--- config.mk ---
export PLATFORM = sky130hd
export DESIGN_NAME = rate_divider
export DESIGN_NICKNAME = d
export VERILOG_FILES = /design/src/rtl/ratediv_pkg.sv /design/src/rtl/osc_gate.sv /design/src/rtl/div_chain.sv /design/src/rtl/tap_select.sv /design/src/rtl/rate_divider.sv
export SDC_FILE = /design/constraint.sdc
export NUM_CORES = 1
export LEC_CHECK = 0
export BUFFER_PORTS_ARGS = -buffer_cell sky130_fd_sc_hd__buf_2
export CAP_MARGIN = 20
export CORE_MARGIN = 2
export CORE_UTILIZATION = 38
export CTS_BUF_LIST = sky130_fd_sc_hd__clkbuf_4
export DETAILED_ROUTE_END_ITERATION = 8
export SYNTH_ARGS = -nofsm -noshare
export SYNTH_HDL_FRONTEND = slang
export SYNTH_SLANG_ARGS = --single-unit
--- constraint.sdc ---
create_clock -name clk -period 4 [get_ports clk]
set_input_delay 0.4 -clock clk [delete_from_list [all_inputs] [get_ports clk]]
set_output_delay 0.4 -clock clk [all_outputs]
set_load 0.005 [all_outputs]
--- src/rtl/ratediv_pkg.sv ---
package ratediv_pkg;

    localparam int DIV_STAGES = 15;
    localparam int RATE_W     = 4;
    localparam int LOW_TAP_A  = 6;
    localparam int LOW_TAP_B  = 7;
    localparam int MAIN_SHIFT = 2;

    typedef enum logic [1:0] {
        OSC_STOP  = 2'd0,
        OSC_COUNT = 2'd1,
        OSC_HELD  = 2'd2
    } osc_mode_e;

    typedef struct packed {
        logic phase;
        logic advance;
        logic hold;
    } osc_status_t;

    function automatic osc_mode_e decode_mode(input logic [1:0] sel);
        case (sel)
            2'b01:   return OSC_COUNT;
            2'b11:   return OSC_HELD;
            default: return OSC_STOP;
        endcase
    endfunction

    function automatic int stage_of_code(input int code);
        if (code == 0) return 0;
        if (code == 1) return LOW_TAP_A;
        if (code == 2) return LOW_TAP_B;
        return code - MAIN_SHIFT;
    endfunction

endpackage

--- src/rtl/osc_gate.sv ---
module osc_gate
    import ratediv_pkg::*;
(
    input  logic        clk,
    input  logic        rst,
    input  logic        strobe,
    input  logic [1:0]  mode_bits,
    output osc_mode_e   mode,
    output osc_status_t stat
);
    logic phase_q;

    assign mode = decode_mode(mode_bits);

    always_ff @(posedge clk) begin
        if (rst)
            phase_q <= 1'b0;
        else if (mode != OSC_STOP && strobe)
            phase_q <= ~phase_q;
    end

    always_comb begin
        stat.phase   = phase_q;
        stat.hold    = (mode == OSC_HELD);
        stat.advance = (mode == OSC_COUNT) && strobe && phase_q;
    end

    // a running oscillator flips phase on every strobe
    a_r4_phase_toggle: assert property (@(posedge clk) disable iff (rst)
        (mode != OSC_STOP && strobe) |=> (phase_q != $past(phase_q)));

    // a stopped oscillator keeps its phase
    a_r3_phase_frozen: assert property (@(posedge clk) disable iff (rst)
        (mode == OSC_STOP) |=> $stable(phase_q));
endmodule

--- src/rtl/div_chain.sv ---
module div_chain #(
    parameter int STAGES = 15
) (
    input  logic              clk,
    input  logic              rst,
    input  logic              advance,
    input  logic              hold,
    output logic [STAGES-1:0] count,
    output logic              wrap_q
);
    logic [STAGES:0] stage_en;

    assign stage_en[0] = advance;

    genvar i;
    generate
        for (i = 0; i < STAGES; i++) begin : g_stage
            assign stage_en[i+1] = stage_en[i] & count[i];
        end
    endgenerate

    always_ff @(posedge clk) begin
        if (rst || hold)
            count <= '0;
        else
            count <= count ^ stage_en[STAGES-1:0];
    end

    always_ff @(posedge clk) begin
        if (rst)
            wrap_q <= 1'b0;
        else
            wrap_q <= stage_en[STAGES] & ~hold;
    end

    // the held state forces the chain to zero
    a_r2_hold_clears: assert property (@(posedge clk) disable iff (rst)
        hold |=> (count == '0));

    // without an advance the count does not move
    a_r3_count_frozen: assert property (@(posedge clk) disable iff (rst)
        (!advance && !hold) |=> $stable(count));

    // the wrap tick coincides with a zero count
    a_r9_wrap_zero: assert property (@(posedge clk) disable iff (rst)
        wrap_q |-> (count == '0));
endmodule

--- src/rtl/tap_select.sv ---
module tap_select
    import ratediv_pkg::*;
#(
    parameter int STAGES = 15,
    parameter int SEL_W  = 4
) (
    input  logic [STAGES-1:0] count,
    input  logic [SEL_W-1:0]  code,
    output logic              level
);
    localparam int NUM_CODES = 2 ** SEL_W;

    logic [NUM_CODES-1:0] cand;

    genvar g;
    generate
        for (g = 0; g < NUM_CODES; g++) begin : g_code
            localparam int IDX = stage_of_code(g);
            if (g == 0) begin : g_none
                assign cand[g] = 1'b0;
            end else begin : g_tap
                assign cand[g] = count[IDX];
            end
        end
    endgenerate

    assign level = cand[code];
endmodule

--- src/rtl/rate_divider.sv ---
module rate_divider
    import ratediv_pkg::*;
#(
    parameter int STAGES = DIV_STAGES,
    parameter int SEL_W  = RATE_W
) (
    input  logic             clk,
    input  logic             rst,
    input  logic             osc_strobe,
    input  logic [2:0]       osc_ctl,
    input  logic [SEL_W-1:0] rate_code,
    input  logic             sqw_en,
    input  logic             fast_ovr,
    output logic             sqw_out,
    output logic             periodic_pulse,
    output logic             sec_tick,
    output logic             osc_running
);
    osc_mode_e         mode;
    osc_status_t       stat;
    logic [STAGES-1:0] count;
    logic              tap_now;
    logic              tap_q;
    logic              wrap_q;
    logic              unused_ctl;

    assign unused_ctl = osc_ctl[0];

    osc_gate u_gate (
        .clk       (clk),
        .rst       (rst),
        .strobe    (osc_strobe),
        .mode_bits (osc_ctl[2:1]),
        .mode      (mode),
        .stat      (stat)
    );

    div_chain #(.STAGES(STAGES)) u_chain (
        .clk     (clk),
        .rst     (rst),
        .advance (stat.advance),
        .hold    (stat.hold),
        .count   (count),
        .wrap_q  (wrap_q)
    );

    tap_select #(.STAGES(STAGES), .SEL_W(SEL_W)) u_tap (
        .count (count),
        .code  (rate_code),
        .level (tap_now)
    );

    always_ff @(posedge clk) begin
        if (rst)
            tap_q <= 1'b0;
        else
            tap_q <= tap_now;
    end

    always_comb begin
        periodic_pulse = tap_now & ~tap_q;
        sec_tick       = wrap_q;
        osc_running    = (mode != OSC_STOP);
        if (!sqw_en)
            sqw_out = 1'b0;
        else if (fast_ovr)
            sqw_out = stat.phase;
        else
            sqw_out = tap_now;
    end

    // an event pulse never lasts two cycles
    a_r6_pulse_single: assert property (@(posedge clk) disable iff (rst)
        periodic_pulse |=> !periodic_pulse);

    // rate code zero yields neither pulses nor a divided pin level
    a_r8_idle_code: assert property (@(posedge clk) disable iff (rst)
        (rate_code == '0) |-> (!periodic_pulse && (!sqw_out || fast_ovr)));

    // the second tick is a single-cycle pulse
    a_r9_tick_single: assert property (@(posedge clk) disable iff (rst)
        sec_tick |=> !sec_tick);
endmodule

==> results of run 1 <==
cells in the final DEF (no fill, tap or decap), drive strengths merged:
| master | synthesis | layout |
|---|---|---|
| o2111ai | 1 | 1 |
| nand4 | 1 | 1 |
| a31oi | 2 | 2 |
| xor2 | 1 | 1 |
| nand2 | 5 | 5 |
| inv | 2 | 2 |
| nand2b | 3 | 3 |
| a211oi | 1 | 1 |
| ha | 15 | 15 |
| mux4 | 1 | 1 |
| nor3b | 1 | 1 |
| nor2 | 1 | 1 |
| a21oi | 5 | 5 |
| buf | 1 | 14 |
| o21ai | 1 | 1 |
| nand3 | 2 | 2 |
| clkbuf | 2 | 3 |
| mux2i | 1 | 1 |
| and2 | 16 | 16 |
| dfxtp | 18 | 18 |
| and2b | 1 | 1 |
cell usage after synthesis:
library cell,number,area share
o21ai_0,1,0.0058
clkbuf_1,2,0.0087
nand4_1,1,0.0072
mux4_2,1,0.026
o2111ai_1,1,0.010
dfxtp_1,18,0.42
xor2_1,1,0.010
a211oi_1,1,0.0087
nor2_1,1,0.0043
nand2b_4,1,0.016
a31oi_1,2,0.014
ha_1,15,0.22
nand2_1,5,0.022
and2_1,16,0.12
a21oi_1,5,0.029
nand3_1,1,0.0058
nand2b_2,2,0.020
inv_1,2,0.0087
and2b_1,1,0.0087
buf_6,1,0.013
mux2i_1,1,0.012
nor3b_1,1,0.0087
nand3_2,1,0.012
area by class of cell:
cell class,count,share of cell area
well taps,28,0.0360
clock buffers,3,0.0231
inverters,2,0.00771
flip-flops and latches,18,0.370
multi-input cells,58,0.491
repair buffers,14,0.0720
flip-flops by register name (all words and copies together) (netlist names):
register and cells:
u_chain.count 15, tap_q 1, u_chain.wrap_q 1, u_gate.phase_q 1
worst max-delay path: stages, from the launching register on:
cell	delay, ns
dfxtp_1	0.34
nor3b_1	0.14
ha_1	0.18
ha_1	0.18
ha_1	0.18
ha_1	0.18
ha_1	0.19
ha_1	0.18
ha_1	0.18
ha_1	0.19
ha_1	0.18
ha_1	0.19
ha_1	0.19
ha_1	0.18
ha_1	0.18
ha_1	0.18
ha_1	0.26
and2_1	0.13
power by group:
part | internal [mW] | leakage [nW] | switching [mW]
clock network | 0.0350 | 0.0138 | 0.0529
logic | 0.0107 | 0.347 | 0.0122
registers | 0.181 | 0.145 | 0.000959
through the flow:
step	hold WS (ns)	std cells
after floorplan	0.469	81
after detailed placement	0.525	120
after global placement	0.514	120
after CTS	0.269	123
after global routing	0.262	123
final	0.282	123
cell families after synthesis:
family / after synthesis / synth area share
compound gates: 10 / 0.0680
mux: 2 / 0.0376
fa+ha+maj: 15 / 0.217
flops: 18 / 0.417
xor+xnor: 1 / 0.0101
simple gates: 30 / 0.220
buf+inv: 5 / 0.0304
routing by layer:
metal  share of wire  up-vias  routed length [µm]
li1                -      310                   -
met1            0.55      249                 721
met2            0.41       11                 543
met3           0.034        2                  45
met4          0.0091        0                  12
met5               0        -                   0
worst max path at each step:
stage,startpoint,endpoint,slack [ns],cells after the start
after CTS,u_gate.phase_q,u_chain.count[14],0.47,17
after detailed placement,osc_ctl[1],u_chain.count[14],0.28,19
after floorplan,osc_strobe,u_chain.count[14],0.59,18
final,u_gate.phase_q,u_chain.count[14],0.50,17
after global routing,u_gate.phase_q,u_chain.count[14],0.35,17
after global placement,osc_ctl[1],u_chain.count[14],0.31,19
==> flow_summary.yaml, run 1 <==
outcome:
  status: "finished clean"
hold_path:
  holdPathStages: 2
  min-delay-start: "rst"
  min_path_type: "primary input to flop"
  min_to: "tap_q"
global_routing:
  grtUsageMet1: 0.167
  use_met3: 0.0345
  grt_max_degree: 17
  grt_pass1_vias: 528
  grt_pass1_wl_mm: 2.33
  grt-busiest-layer: "met2"
  use_met2: 0.169
  grt-ovfl-total: 0
  antenna_found_initial: 0
  grtUsageTotal: 0.123
layout:
  nets: 124
  nFillCells: 226
  multi_input_area_um2: 478
  seqCellArea_um2: 360
  drive_gt1_frac: 0.232
  diodes: 0
  synthToLayoutAreaGrowth_pct: 12.6
  fin_area_um2: 973
  fin_util: 0.444
clocking:
  cts_repair_resize_count: 0
  clk_pin_slew_worst_paths_ns: 0.10
  clkSinkCount: 18
  cts-root-buf: "clkbuf_4"
  cts_tree: "yes"
  cts_setup_buffers: 0
  htree_levels: 1
  clk_latency_ns: 0.29
  cts_buffers: 3
  cts.path.max_buffers: 2
  ctsHoldBuffers: 0
critical_path:
  path_max_fanout: 3
  reg2reg_slack_ns: 0.50
  ff2ff_path_depth: 17
  cp_data_arrival_time_ns: 3.69
  endpoint_kind: "flop"
  r2r-start: "u_gate.phase_q"
  crit_type: "flop to flop"
  required_ns: 4.20
  cp-start-kind: "flop"
  timing.rr.end: "u_chain.count[14]"
routing:
  ant_nets: 0
  routed_wl_mm: 1.32
  via_per_inst: 4.65
  drc_errors: 0
  firstDrtPassIters: 4
  drtIter0Drc: 8
  post_drt_wl_per_cell_um: 10.7
  via_count: 572
power_and_ir_drop:
  p_leak_nw: 0.506
  power_density_nw_per_um2: 300
  peakVddDrop_v: 0.000141
  total_power_mw: 0.292
placement:
  dp_hpwl_mm: 1.03
  place_area_um2: 951
  dp_slack_ns: 0.284
  portBuffers: 14
  gp_congestion: 0.710
timing:
  fin_crit_sh: 0.874
  setup_viol: 0
  slew_headroom: 0.404
  hold_violations: 0
  finalCriticalPeriod_ns: 3.50
  rsz0062_at_grt: "false"
  fmax_ghz: 0.286
  fin_setup_tns_ns: 0
  setup_ws_ns: 0.504
  drv_slew: 0
  worstMarginPinSlew_ns: 0.893
  skew_ns: 0.00605
logic_synthesis:
  synth.avg_cell_area_um2: 10.7
  yosysUniqueCellTypes: 23
  yosys_warnings: 0
  ys_seq_area_frac: 0.417
  synth_cells: 81
  synthesis.nets: 108
  synthesis.area_um2: 865
  synth_seq_cells: 18
job:
  cap_violations: 0
floorplanning:
  die_area_um2: 2670
  rows: 17
  die-height_um: 51.7
  initial_core_util: 0.395
  core_um2: 2190
  io_pins: 16
  die_x_um: 51.7
Power figures use the tool's default switching activity.
==> inputs of run 2 (changes only) <==
Settings changed: CORE_UTILIZATION 38 to 45, PLACE_DENSITY from default to 0.67.
==> run 2 against run 1 <==
Register-to-register slack is essentially flat. Die area fell by 14%. Setup slack better by 0.0049 ns. Routed wire length fell by 5.1%. Critical path depth unchanged. Via count up 0.70%. Global-route usage up 0.66 points. Combinational power about the same. Critical path type unchanged. Critical endpoint unchanged. Largest power group unchanged.
==> flow_summary.yaml, run 2 (synthesis results as in run 1) <==
clocking:
  clkSinkCount: 18
  cts_setup_buffers: 0
  cts_repair_resize_count: 0
  cts_tree: "yes"
  clk_latency_ns: 0.28
  clk_pin_slew_worst_paths_ns: 0.10
  htree_levels: 1
  ctsHoldBuffers: 0
  cts_buffers: 3
  cts.path.max_buffers: 2
  cts-root-buf: "clkbuf_4"
timing:
  drv_slew: 0
  worstMarginPinSlew_ns: 0.850
  fin_crit_sh: 0.873
  hold_slack_ns: 0.290
  skew_ns: 0.00308
  fmax_ghz: 0.286
  setup_viol: 0
  fin_setup_tns_ns: 0
  hold_violations: 0
  rsz0062_at_grt: "false"
  slew_headroom: 0.433
  finalCriticalPeriod_ns: 3.49
floorplanning:
  die_x_um: 47.8
  die-height_um: 47.8
  die_area_um2: 2290
  rows: 15
  io_pins: 16
  initial_core_util: 0.490
  core_um2: 1760
routing:
  ant_nets: 0
  drtIter0Drc: 5
  firstDrtPassIters: 4
  drc_errors: 0
  post_drt_wl_per_cell_um: 10.4
  via_per_inst: 4.76
  via_count: 576
  routed_wl_mm: 1.25
layout:
  final_cell_mix: "dfxtp_1 (18), and2_1 (16), ha_1 (15)"
  nFillCells: 168
  largest_reg_flops: 15
  drive_gt1_frac: 0.229
  diodes: 0
  regMostFlops: "u_chain.count"
  nets: 124
  fin_area_um2: 973
  synthToLayoutAreaGrowth_pct: 12.6
  final_common_cell: "dfxtp_1"
critical_path:
  path_max_fanout: 3
  endpoint_kind: "flop"
  cp-start-kind: "flop"
  crit_family: "adder cells"
  cpMaxStageDelayCell: "dfxtp_1"
  path_buf_inv: 0
  crit_type: "flop to flop"
  ff2ff_path_depth: 17
  reg2reg_slack_ns: 0.51
  critical_path.cell_chain: "nor3b_1, ha_1, ha_1, ha_1, ha_1, ha_1, ha_1, ha_1, ha_1, ha_1, ha_1, ha_1, ha_1, ha_1, ha_1, ha_1, and2_1"
  timing.rr.end: "u_chain.count[14]"
  cp_data_arrival_time_ns: 3.68
  critPathMaxStageDelay_ns: 0.34
  required_ns: 4.19
  crit_top_cell: "ha_1"
  crit_start: "u_gate.phase_q"
  r2r-start: "u_gate.phase_q"
global_routing:
  antenna_found_initial: 0
  grt_max_degree: 17
  grt-ovfl-total: 0
  grt_pass1_wl_mm: 2.01
  grt_pass1_vias: 513
  grtUsageTotal: 0.130
job:
  cap_violations: 0
power_and_ir_drop:
  power_density_nw_per_um2: 302
  p_leak_nw: 0.508
  peakVddDrop_v: 0.000171
placement:
  place_area_um2: 947
  dp_hpwl_mm: 1.00
  gp_congestion: 0.743
  portBuffers: 14
hold_path:
  min_path_type: "primary input to flop"
  holdPathStages: 2
  min_to: "tap_q"
  min-delay-start: "rst"
outcome:
  status: "finished clean"
## run 2: through the flow
step / std cells / utilization / setup slack (ns) / power [mW]
floorplan: 81 / - / 0.586 / 0.200
global placement: 117 / 0.537 / 0.309 / 0.208
detailed placement: 117 / 0.537 / 0.285 / 0.209
CTS: 121 / 0.552 / 0.479 / 0.298
global route: 121 / 0.552 / 0.353 / 0.309
finish: 121 / 0.552 / 0.509 / 0.294
## run 2: power breakdown
| part | internal [mW] | switching, mW |
|---|---|---|
| logic | 0.0107 | 0.0121 |
| clock network | 0.0362 | 0.0529 |
| registers | 0.181 | 0.000921 |
| total | 0.228 | 0.0659 |
## run 2: how the worst max path moves through the flow
stage / endpoint / slack (ns) / cells after the start
global route: u_chain.count[14] / 0.35 / 17
CTS: u_chain.count[14] / 0.48 / 17
global placement: u_chain.count[14] / 0.31 / 19
floorplan: u_chain.count[14] / 0.59 / 18
detailed placement: u_chain.count[14] / 0.29 / 19
finish: u_chain.count[14] / 0.51 / 17
## run 2: cell type report
| cell class | instances | area, µm² | area share |
|---|---|---|---|
| multi-input combinational | 58 | 478 | 0.491 |
| sequential | 18 | 360 | 0.370 |
| timing repair buffer | 14 | 70.1 | 0.0720 |
| tap | 25 | 31.3 | 0.0321 |
| clock buffer | 3 | 22.5 | 0.0231 |
| inverter | 2 | 7.51 | 0.00771 |
| clock inverter | 1 | 3.75 | 0.00386 |
## run 2: layer usage
metal,GRT usage,vias up,routed length [µm],share of wire
li1,-,309,-,-
met1,0.171,252,629,0.50
met2,0.195,13,555,0.44
met3,0.0226,2,50,0.040
met4,0.0811,0,18,0.014
met5,0,-,0,0
## run 2: worst register-to-register path, stage by stage, from the launching register on
cell and delay [ns]:
dfxtp_1 0.34, nor3b_1 0.14, ha_1 0.18, ha_1 0.18, ha_1 0.18, ha_1 0.18
ha_1 0.18, ha_1 0.18, ha_1 0.18, ha_1 0.19, ha_1 0.19, ha_1 0.18
ha_1 0.18, ha_1 0.18, ha_1 0.17, ha_1 0.18, ha_1 0.26, and2_1 0.13
==> inputs of run 3 (changes only) <==
Settings changed: RECOVER_POWER from default to 25.
==> run 3 against run 2 <==
Critical path depth stayed put. Register-to-register slack hardly changed. Largest cell class unchanged. Flip-flop and latch count stayed put. Sequential share of layout area is 0.19 points higher. Cell area is 0.51% lower. Non-clock buffer count stayed put. Cell count stayed put. Global-route usage stayed put. Die area stayed put. Maximum frequency hardly changed. First-iteration DRC count stayed put. Clock power hardly changed.
==> flow_summary.yaml, run 3 (synthesis results as in run 1) <==
outcome:
  status: "finished clean"
floorplanning:
  io_pins: 16
  initial_core_util: 0.490
  core_um2: 1760
  die_x_um: 47.8
  die_area_um2: 2290
  rows: 15
  die-height_um: 47.8
routing:
  ant_nets: 0
  drc_errors: 0
  drtIter0Drc: 5
  via_count: 576
  via_per_inst: 4.76
  post_drt_wl_per_cell_um: 10.4
  routed_wl_mm: 1.25
  firstDrtPassIters: 4
hold_path:
  min_path_type: "primary input to flop"
  min-delay-start: "rst"
timing:
  fin_setup_tns_ns: 0
  skew_ns: 0.00308
  finalCriticalPeriod_ns: 3.49
  setup_viol: 0
  rsz0062_at_grt: "false"
  drv_slew: 0
  hold_violations: 0
  slew_headroom: 0.433
  fin_crit_sh: 0.873
  worstMarginPinSlew_ns: 0.851
  fmax_ghz: 0.286
critical_path:
  crit_start: "u_gate.phase_q"
  r2r-start: "u_gate.phase_q"
  crit_path_end: "u_chain.count[14]"
  critPathMaxStageDelay_ns: 0.34
  ff2ff_path_depth: 17
  crit_family: "adder cells"
  path_buf_inv: 0
  endpoint_kind: "flop"
  path_max_fanout: 3
  crit_top_cell: "ha_1"
  cpMaxStageDelayCell: "dfxtp_1"
  critical_path.cell_chain: "nor3b_1, ha_1, ha_1, ha_1, ha_1, ha_1, ha_1, ha_1, ha_1, ha_1, ha_1, ha_1, ha_1, ha_1, ha_1, ha_1, and2_1"
  required_ns: 4.19
  reg2reg_slack_ns: 0.51
  crit_type: "flop to flop"
  cp_data_arrival_time_ns: 3.68
  cp-start-kind: "flop"
  timing.rr.end: "u_chain.count[14]"
  cp.depth: 17
clocking:
  clk_latency_ns: 0.28
  cts_repair_resize_count: 0
  htree_levels: 1
  cts_setup_buffers: 0
  cts-root-buf: "clkbuf_4"
  clk_pin_slew_worst_paths_ns: 0.10
  cts_buffers: 3
  cts_tree: "yes"
  cts.path.max_buffers: 2
  ctsHoldBuffers: 0
  clkSinkCount: 18
global_routing:
  grt_pass1_wl_mm: 2.01
  grtUsageTotal: 0.130
  use_met2: 0.195
  grt_pass1_vias: 513
  antenna_found_initial: 0
  use_met3: 0.0226
  grt_max_degree: 17
  grt-ovfl-total: 0
  grtUsageMet1: 0.171
  grt-busiest-layer: "met2"
job:
  cap_violations: 0
power_and_ir_drop:
  power_density_nw_per_um2: 303
  p_leak_nw: 0.495
  peakVddDrop_v: 0.000170
layout:
  nets: 124
  fin_area_um2: 968
  final_cell_mix: "dfxtp_1 (18), and2_1 (16), ha_1 (15)"
  fin_util: 0.549
  final_common_cell: "dfxtp_1"
  synthToLayoutAreaGrowth_pct: 12.0
  largest_reg_flops: 15
  diodes: 0
  regMostFlops: "u_chain.count"
  drive_gt1_frac: 0.188
placement:
  portBuffers: 14
  dp_hpwl_mm: 1.00
  gp_congestion: 0.743
  place_area_um2: 947
[run 3: area by class of cell]
class / instances / area (µm²)
Fill cell: 165 / 796
Inverter: 2 / 7.51
Multi-Input combinational cell: 58 / 478
Timing Repair Buffer: 14 / 65.1
Sequential cell: 18 / 360
Tap cell: 25 / 31.3
Clock inverter: 1 / 3.75
Clock buffer: 3 / 22.5
[run 3: through the flow]
| stage | total power, mW | std cells | hold WS, ns | setup slack, ns |
|---|---|---|---|---|
| after global placement | 0.208 | 117 | 0.517 | 0.309 |
| final | 0.293 | 121 | 0.290 | 0.509 |
| after detailed placement | 0.209 | 117 | 0.524 | 0.285 |
| after global routing | 0.308 | 121 | 0.291 | 0.353 |
| after CTS | 0.298 | 121 | 0.284 | 0.479 |
| after floorplan | 0.200 | 81 | 0.469 | 0.586 |
[run 3: how the worst min path moves through the flow]
stage | end | slack [ns] | depth (start not counted)
floorplan | tap_q | 0.47 | 1
detailed placement | u_gate.phase_q | 0.52 | 2
finish | tap_q | 0.29 | 2
CTS | tap_q | 0.28 | 2
global route | u_gate.phase_q | 0.29 | 2
global placement | u_gate.phase_q | 0.52 | 2
[run 3: report_power, final]
group	internal, mW	switching, mW	total, mW
Sequential	0.181	0.000921	0.182
Combinational	0.0103	0.0121	0.0225
Clock	0.0362	0.0529	0.0890
Total	0.227	0.0659	0.293
[run 3: routing by layer]
layer / vias up / share of wire / routed length [µm]
met4: 0 / 0.014 / 18
met1: 252 / 0.50 / 629
met5: - / 0 / 0
met3: 2 / 0.039 / 49
met2: 13 / 0.44 / 555
li1: 309 / - / -
